**src/rtl/hz_pkg.sv**
```systemverilog
package hz_pkg;

    typedef enum logic [1:0] {
        SRC_RF    = 2'b00,
        SRC_EXMEM = 2'b01,
        SRC_MEMWB = 2'b10
    } fwd_src_e;

    typedef enum logic {
        ST_FLOW   = 1'b0,
        ST_BUBBLE = 1'b1
    } ilk_state_e;

    localparam int unsigned NUM_EX_OPS = 2;

endpackage

```
**src/rtl/hz_src_sel.sv**
```systemverilog
module hz_src_sel
    import hz_pkg::*;
#(
    parameter int unsigned AW = 5
) (
    input  logic [AW-1:0] rs,
    input  logic [AW-1:0] mem_rd,
    input  logic          mem_wen,
    input  logic          mem_block,
    input  logic [AW-1:0] wb_rd,
    input  logic          wb_wen,
    input  logic          squash,
    output fwd_src_e      sel
);
    localparam logic [AW-1:0] ZERO_REG = '0;

    logic mem_hit;
    logic wb_hit;

    always_comb begin
        mem_hit = mem_wen && (mem_rd != ZERO_REG) && (mem_rd == rs) && !mem_block;
        wb_hit  = wb_wen && (wb_rd != ZERO_REG) && (wb_rd == rs);
        if (squash)
            sel = SRC_RF;
        else if (mem_hit)
            sel = SRC_EXMEM;
        else if (wb_hit)
            sel = SRC_MEMWB;
        else
            sel = SRC_RF;
    end
endmodule

```
**src/rtl/hz_load_use.sv**
```systemverilog
module hz_load_use #(
    parameter int unsigned AW = 5
) (
    input  logic [AW-1:0] id_rs1,
    input  logic [AW-1:0] id_rs2,
    input  logic          id_use_rs1,
    input  logic          id_use_rs2,
    input  logic          id_is_store,
    input  logic [AW-1:0] ex_rd,
    input  logic          ex_wen,
    input  logic          ex_is_load,
    output logic          hazard
);
    localparam logic [AW-1:0] ZERO_REG = '0;

    logic load_live;
    logic hit_base;
    logic hit_data;

    always_comb begin
        load_live = ex_is_load && ex_wen && (ex_rd != ZERO_REG);
        hit_base  = id_use_rs1 && (id_rs1 == ex_rd);
        // store data is picked up later from write-back, so it never stalls
        hit_data  = id_use_rs2 && (id_rs2 == ex_rd) && !id_is_store;
        hazard    = load_live && (hit_base || hit_data);
    end
endmodule

```
**src/rtl/hz_ilk_fsm.sv**
```systemverilog
module hz_ilk_fsm
    import hz_pkg::*;
(
    input  logic clk,
    input  logic rst_n,
    input  logic hazard,
    output logic stall,
    output logic bubble
);
    ilk_state_e state_q;
    ilk_state_e state_d;

    always_ff @(posedge clk or negedge rst_n) begin
        if (!rst_n)
            state_q <= ST_FLOW;
        else
            state_q <= state_d;
    end

    always_comb begin
        state_d = state_q;
        stall   = 1'b0;
        bubble  = 1'b0;
        unique case (state_q)
            ST_FLOW: begin
                stall = hazard;
                if (hazard)
                    state_d = ST_BUBBLE;
            end
            ST_BUBBLE: begin
                bubble  = 1'b1;
                state_d = ST_FLOW;
            end
            default: state_d = ST_FLOW;
        endcase
    end
endmodule

```
**src/rtl/hz_unit.sv**
```systemverilog
module hz_unit
    import hz_pkg::*;
#(
    parameter int unsigned AW = 5
) (
    input  logic          clk,
    input  logic          rst_n,
    input  logic [AW-1:0] id_rs1,
    input  logic [AW-1:0] id_rs2,
    input  logic          id_use_rs1,
    input  logic          id_use_rs2,
    input  logic          id_is_store,
    input  logic [AW-1:0] ex_rs1,
    input  logic [AW-1:0] ex_rs2,
    input  logic [AW-1:0] ex_rd,
    input  logic          ex_wen,
    input  logic          ex_is_load,
    input  logic          ex_is_store,
    input  logic [AW-1:0] mem_rd,
    input  logic          mem_wen,
    input  logic          mem_is_load,
    input  logic          mem_is_store,
    input  logic [AW-1:0] mem_rs2,
    input  logic [AW-1:0] wb_rd,
    input  logic          wb_wen,
    output logic [1:0]    sel_a,
    output logic [1:0]    sel_b,
    output logic          st_from_wb,
    output logic          id_byp_a,
    output logic          id_byp_b,
    output logic          stall,
    output logic          ex_bubble
);
    localparam logic [AW-1:0] ZERO_REG = '0;

    logic [NUM_EX_OPS-1:0][AW-1:0] ex_src;
    logic [NUM_EX_OPS-1:0]         mem_block;
    fwd_src_e                      op_sel [NUM_EX_OPS];
    logic                          hazard;
    logic                          wb_live;

    assign ex_src[0] = ex_rs1;
    assign ex_src[1] = ex_rs2;

    // the load value is not ready while the store sits in execute
    assign mem_block[0] = 1'b0;
    assign mem_block[1] = ex_is_store && mem_is_load;

    for (genvar k = 0; k < NUM_EX_OPS; k++) begin : g_op
        hz_src_sel #(.AW(AW)) u_sel (
            .rs        (ex_src[k]),
            .mem_rd    (mem_rd),
            .mem_wen   (mem_wen),
            .mem_block (mem_block[k]),
            .wb_rd     (wb_rd),
            .wb_wen    (wb_wen),
            .squash    (ex_bubble),
            .sel       (op_sel[k])
        );
    end

    assign sel_a = op_sel[0];
    assign sel_b = op_sel[1];

    hz_load_use #(.AW(AW)) u_lu (
        .id_rs1      (id_rs1),
        .id_rs2      (id_rs2),
        .id_use_rs1  (id_use_rs1),
        .id_use_rs2  (id_use_rs2),
        .id_is_store (id_is_store),
        .ex_rd       (ex_rd),
        .ex_wen      (ex_wen),
        .ex_is_load  (ex_is_load),
        .hazard      (hazard)
    );

    hz_ilk_fsm u_fsm (
        .clk    (clk),
        .rst_n  (rst_n),
        .hazard (hazard),
        .stall  (stall),
        .bubble (ex_bubble)
    );

    always_comb begin
        wb_live    = wb_wen && (wb_rd != ZERO_REG);
        st_from_wb = wb_live && mem_is_store && (mem_rs2 == wb_rd);
        id_byp_a   = wb_live && (id_rs1 == wb_rd);
        id_byp_b   = wb_live && (id_rs2 == wb_rd);
    end
endmodule

```
**config.mk**
```make
export PLATFORM = sky130hd
export DESIGN_NAME = hz_unit
export DESIGN_NICKNAME = d
export VERILOG_FILES = /design/src/rtl/hz_pkg.sv /design/src/rtl/hz_src_sel.sv /design/src/rtl/hz_load_use.sv /design/src/rtl/hz_ilk_fsm.sv /design/src/rtl/hz_unit.sv
export SDC_FILE = /design/constraint.sdc
export NUM_CORES = 1
export LEC_CHECK = 0
export ABC_AREA = 1
export BUFFER_PORTS_ARGS = -buffer_cell sky130_fd_sc_hd__buf_4
export CAP_MARGIN = 20
export CORE_MARGIN = 5
export CORE_UTILIZATION = 30
export DETAILED_ROUTE_END_ITERATION = 6
export PLACE_DENSITY = 0.74
export SKIP_LAST_GASP = 1
export SLEW_MARGIN = 20
export SYNTH_ARGS = -nofsm -noshare
export SYNTH_HDL_FRONTEND = slang
export SYNTH_SLANG_ARGS = --single-unit
```
**constraint.sdc**
```tcl
create_clock -name clk -period 0.99 [get_ports clk]
set_input_delay 0.0495 -clock clk [delete_from_list [all_inputs] [get_ports clk]]
set_output_delay 0.0495 -clock clk [all_outputs]
set_load 0.01 [all_outputs]
```
==> Word-level counts from Yosys, hierarchy flattened <==
Cells that the tools add are included.
Widths: inputs -> output; s select.
{ "op_classes": {"div_mod_pow": 0, "n_shift": 0, "bitwise_logic": 1, "n_mux": 10, "order_cmp": 0, "n_reduce_logical": 24, "mul": 0, "n_addsub": 0, "n_eq_ne": 9} }
{ "ops": {"columns": ["op", "n"], "rows": [
  ["$eq 5x5->1", 9],
  ["$logic_and 1x1->1", 18],
  ["$reduce_bool 5->1", 3],
  ["$mux 2", 6],
  ["$mux 1", 3],
  ["$logic_not 1->1", 2],
  ["$pmux 1 s2", 1],
  ["$logic_or 1x1->1", 1],
  ["$not 1->1", 1]
]} }
{ "totals": {"out_inout_bits": 9, "word_cells": 45, "memories": 0, "ramBits": 0, "in_bits": 52, "mem_bits_ro": 0, "latch_bits": 0, "regBits": 1} }

==> Depth between registers and ports, before layout <==
{ "depth": {"word_depth": 7, "mapped_depth": 7, "mapped_depth_nobuf": 7} }

==> Cells and area by module <==
A second synthesis with hierarchy kept.
{ "unflattened": {"cells_unflattened": 264, "hier_area_um2": 1099.8} }
{ "by_module_without_submodules": {"columns": ["mod", "seq_area_each_um2", "n_inst", "cells_each", "area_per_inst_um2"], "rows": [
  ["hz_src_sel", 0.0, 2, 63, 260.2],
  ["hz_unit", 0.0, 1, 77, 319.1],
  ["hz_load_use", 0.0, 1, 58, 225.2],
  ["hz_ilk_fsm", 25.0, 1, 3, 35.0]
]} }

==> Least setup slack after synthesis <==
No wires, ideal clock.
{ "synth_timing": {"path_kind": "register to output", "start": "reg u_fsm.state_q", "end": "out sel_b[1]", "n_path_buf": 0, "arrival_time_ps": 934, "stages_incl_launch_ff": 6, "t_required_ps": 941, "path_slack_ps": 6, "path_cell_list": "dfrtp_1 -> a21oi_1 -> nand3_1 -> nor2_1 -> nand2_1 -> nor2_1"} }
{ "synth_via": {"elab_chain_cells": 2} }
{ "synth_lines": {"columns": ["item", "line_no", "source"], "rows": [
  ["start: declaration", "hz_ilk_fsm.sv:10", "ilk_state_e state_q;"],
  ["start signal: assignment", "hz_ilk_fsm.sv:17", "state_q <= state_d;"],
  ["$mux 1", "hz_ilk_fsm.sv:24", "unique case (state_q)"],
  ["$mux 2", "hz_src_sel.sv:23", "if (squash)"],
  ["end: declaration", "hz_unit.sv:27", "output logic [1:0] sel_b,"]
]} }
No other way between the ends.

==> Worst setup path in the final report <==
Same ends and word-level chain as after synthesis.

==> metrics.md <==
| Metric | Value |
|---|---|
| Run status | finished, violations left |
| Failing checks | setup timing |
| Final #Nets | about 300 |
| Core area | roughly 2700 um2 |
| Max FFs per register | 1 |
| Drc violations | 0 |
| Vias post-DR | between 1000 and 1500 |
| Top reg by flops | u_fsm.state_q |
| Buffers on Ports | 60 |
| Crit Path Max Fanout | 4 |
| Top cells by area, synth | nand2_1 (36%), inv_1 (14%), nor2_1 (14%), xnor2_1 (8.3%), nand3_1 (5.3%) |
| Final Max Tran Viols | 0 |
| Share of layout cells above drive strength 1 | just under 30% |
| Synth top area share | 35.5% |
| Tcrit/Tclk final | 101% |
| Mapped Area | ~850 um2 |
| Initial Util | a little under a third |
| Design area | 1370 um2 |
| Clock Latency Late Sink | 0 ps |
| Design Power | between 0.5 and 0.6 mW |
| Post-synthesis simple-gate area fraction | between 60% and 70% |
| Compound-gate portion of the synthesized area | under 10% |
| Least-Margin Pin Slew | ~230 ps |
| Number of top-level pins | 61 |
| Fill cell count | just over 300 |
| Most common cell after layout, fill and taps aside | nand2_1 |
| Largest registers | u_fsm.state_q: 1 flops |
| Number of diodes | 0 |
| Via-to-Cell Ratio | about 4.6 |
| Row cnt | 19 |
| Synth area leader | nand2_1 |
| R2R depth | 3 |
| Yosys warnings | 0 |
| Global placer's final weighted congestion | roughly 0.83 |
| Die H | ~63 um |
| Gr usage total | 14.1% |
| Reg2reg setup slack | 200 ps |
| Die footprint | around 4000 um2 |
| Unrepaired setup endpoints after global routing | yes |
| Max-Cap Viols | 0 |
| Crit path time final | 999 ps |
| Post-Place Cell Area | around 1300 um2 |
| Setup TNS | -8.91 ps |
| Leakage power | roughly 0.8 nW |
| Post-route ant nets | 0 |
| Most frequent cells in the layout | nand2_1 (80), buf_4 (61), nor2_1 (30), inv_1 (30), nand3_1 (9) |
| Per-cell routed wire length | ~10 um |
| CP startpoint kind | register |
| Hold path start | ex_is_load |
| Launching point of the worst reg2reg path | u_fsm.state_q |
| Clock transition at path regs | 0 ps |
| VDD IR max | approximately 0.27 mV |
| XOR/XNOR Fraction of Synth Area | ~8.3% |
| Antenna violations before repair | 0 |
| Hold depth | 3 |
| Fmax achieved | approximately 1 GHz |
| Global-route wire length before repair | roughly 5000 um |
| Post-synthesis adder-cell area fraction | 0% |
| PD cells | approximately 400 nW/um2 |
| DR pass1 iterations | 4 |
| Area delta synth->final | 61.8% |
| Skew final | 0 ps |
| Worst EP arrival | roughly 950 ps |
| WL final | just under 3000 um |
| Slew HR | a little over four fifths |
| Final-report hold violation count | 0 |
| Type of the worst setup path | register to output port |
| Initial drt markers | between 40 and 50 |
| DP HPWL | between 2000 and 3000 um |
| Final cell count without fillers | 281 |
| Yosys reg bits | 1 |
| Chip width | 63.1 um |
| Number of global-route vias before repair | 1242 |
| Main combinational cell family by area after synthesis | simple AND/OR/NAND/NOR gates |
| Hold Path Class | primary input to register |
| Grt total ovfl | 0 |
| Setup WS post-layout | -8.91 ps |
| Mapped Avg Cell Area | approximately 4.5 um2 |
| Sequential-to-total area share from yosys stat | under 10% |
| Setup Viol. Count Final | 1 |
| Mux cell area share after synthesis | 0% |
| Post-Syn Instances | 190 |
| Worst Hold Endpoint | u_fsm.state_q |
| Largest net degree at the start of global routing | 8 |
| Req. time, crit path | about 940 ps |
| Placed insts | 280 |
| Syn nets | roughly 240 |
| Worst setup EP type | output port |
| Reg2Reg Capture Point | u_fsm.state_q |
| Synth cell types | 18 |
==> synthesized netlist by cell type (all sizes together) <==
master / count
nand3: 9
nor3: 4
inv: 34
o211ai: 2
nor2: 31
a21oi: 3
dfrtp: 1
nor3b: 1
o21ai: 7
nand2: 81
buf: 1
xnor2: 8
nand4: 7
clkbuf: 1
==> how the worst max path moves through the flow <==
| stage | from | end | slack (ps) | cells past startpoint |
|---|---|---|---|---|
| 2_1_floorplan | u_fsm.state_q | sel_b[1] | 6 | 5 |
| 3_3_place_gp | u_fsm.state_q | sel_a[1] | -3 | 6 |
| 3_5_place_dp | u_fsm.state_q | sel_b[1] | -20 | 6 |
| 4_1_cts | u_fsm.state_q | sel_b[1] | -10 | 6 |
| 5_1_grt | u_fsm.state_q | sel_a[1] | -90 | 6 |
| 6_report | u_fsm.state_q | sel_b[1] | -9 | 6 |
==> routing by layer <==
layer  global-route usage (%)  up-vias  wire (um)
met5                        0        -          0
met4                    0.265        0          0
met3                     2.13        0        213
met2                     25.6       39       1440
met1                     18.4      540       1280
li1                         -      700          -
==> worst max-delay path, cell delays in order, from the launching register on <==
cell     delay [ps]
dfrtp_1         390
a21oi_1         120
nand3_1          70
nor2_1           90
nand2_1          60
nor2_1           90
buf_4           130
==> where the power goes <==
part | internal [mW] | switching (mW)
Combinational | 0.252 | 0.243
Clock | 0 | 0
Sequential | 0.0421 | 0.000510
Total | 0.294 | 0.243
==> final cells by class <==
cell class                 instances  area (um2)  share of cell area (%)
inverter                          34         131                    9.60
sequential                         1        25.0                    1.83
timing repair buffer              62         468                    34.2
multi-input combinational        153         706                    51.6
tap                               31        38.8                    2.83
==> per-stage QoR <==
step           setup slack (ps)  hold slack [ps]  util (%)
2_1_floorplan              6.32             -246         -
6_report                  -8.91              328      50.1
3_5_place_dp              -23.5             -174      48.6
4_1_cts                   -11.9              333      49.0
5_1_grt                   -94.9              349      50.1
3_3_place_gp              -2.65             -173      48.6
==> cells by family after synthesis <==
kind of cell	Yosys count
simple gates	133
compound gates	12
xor+xnor	8
buf+inv	36
flops	1
==> repair_timing <==
action                                 4_1_cts  5_1_grt
endpoints found under the hold margin        1        0
hold buffers                                 1        0
resized for setup                            0        7
pin swaps                                    3        2
setup endpoints to repair                    2        7
buffers inserted                             0        0
Note: power is estimated with default switching activity, not from simulation.
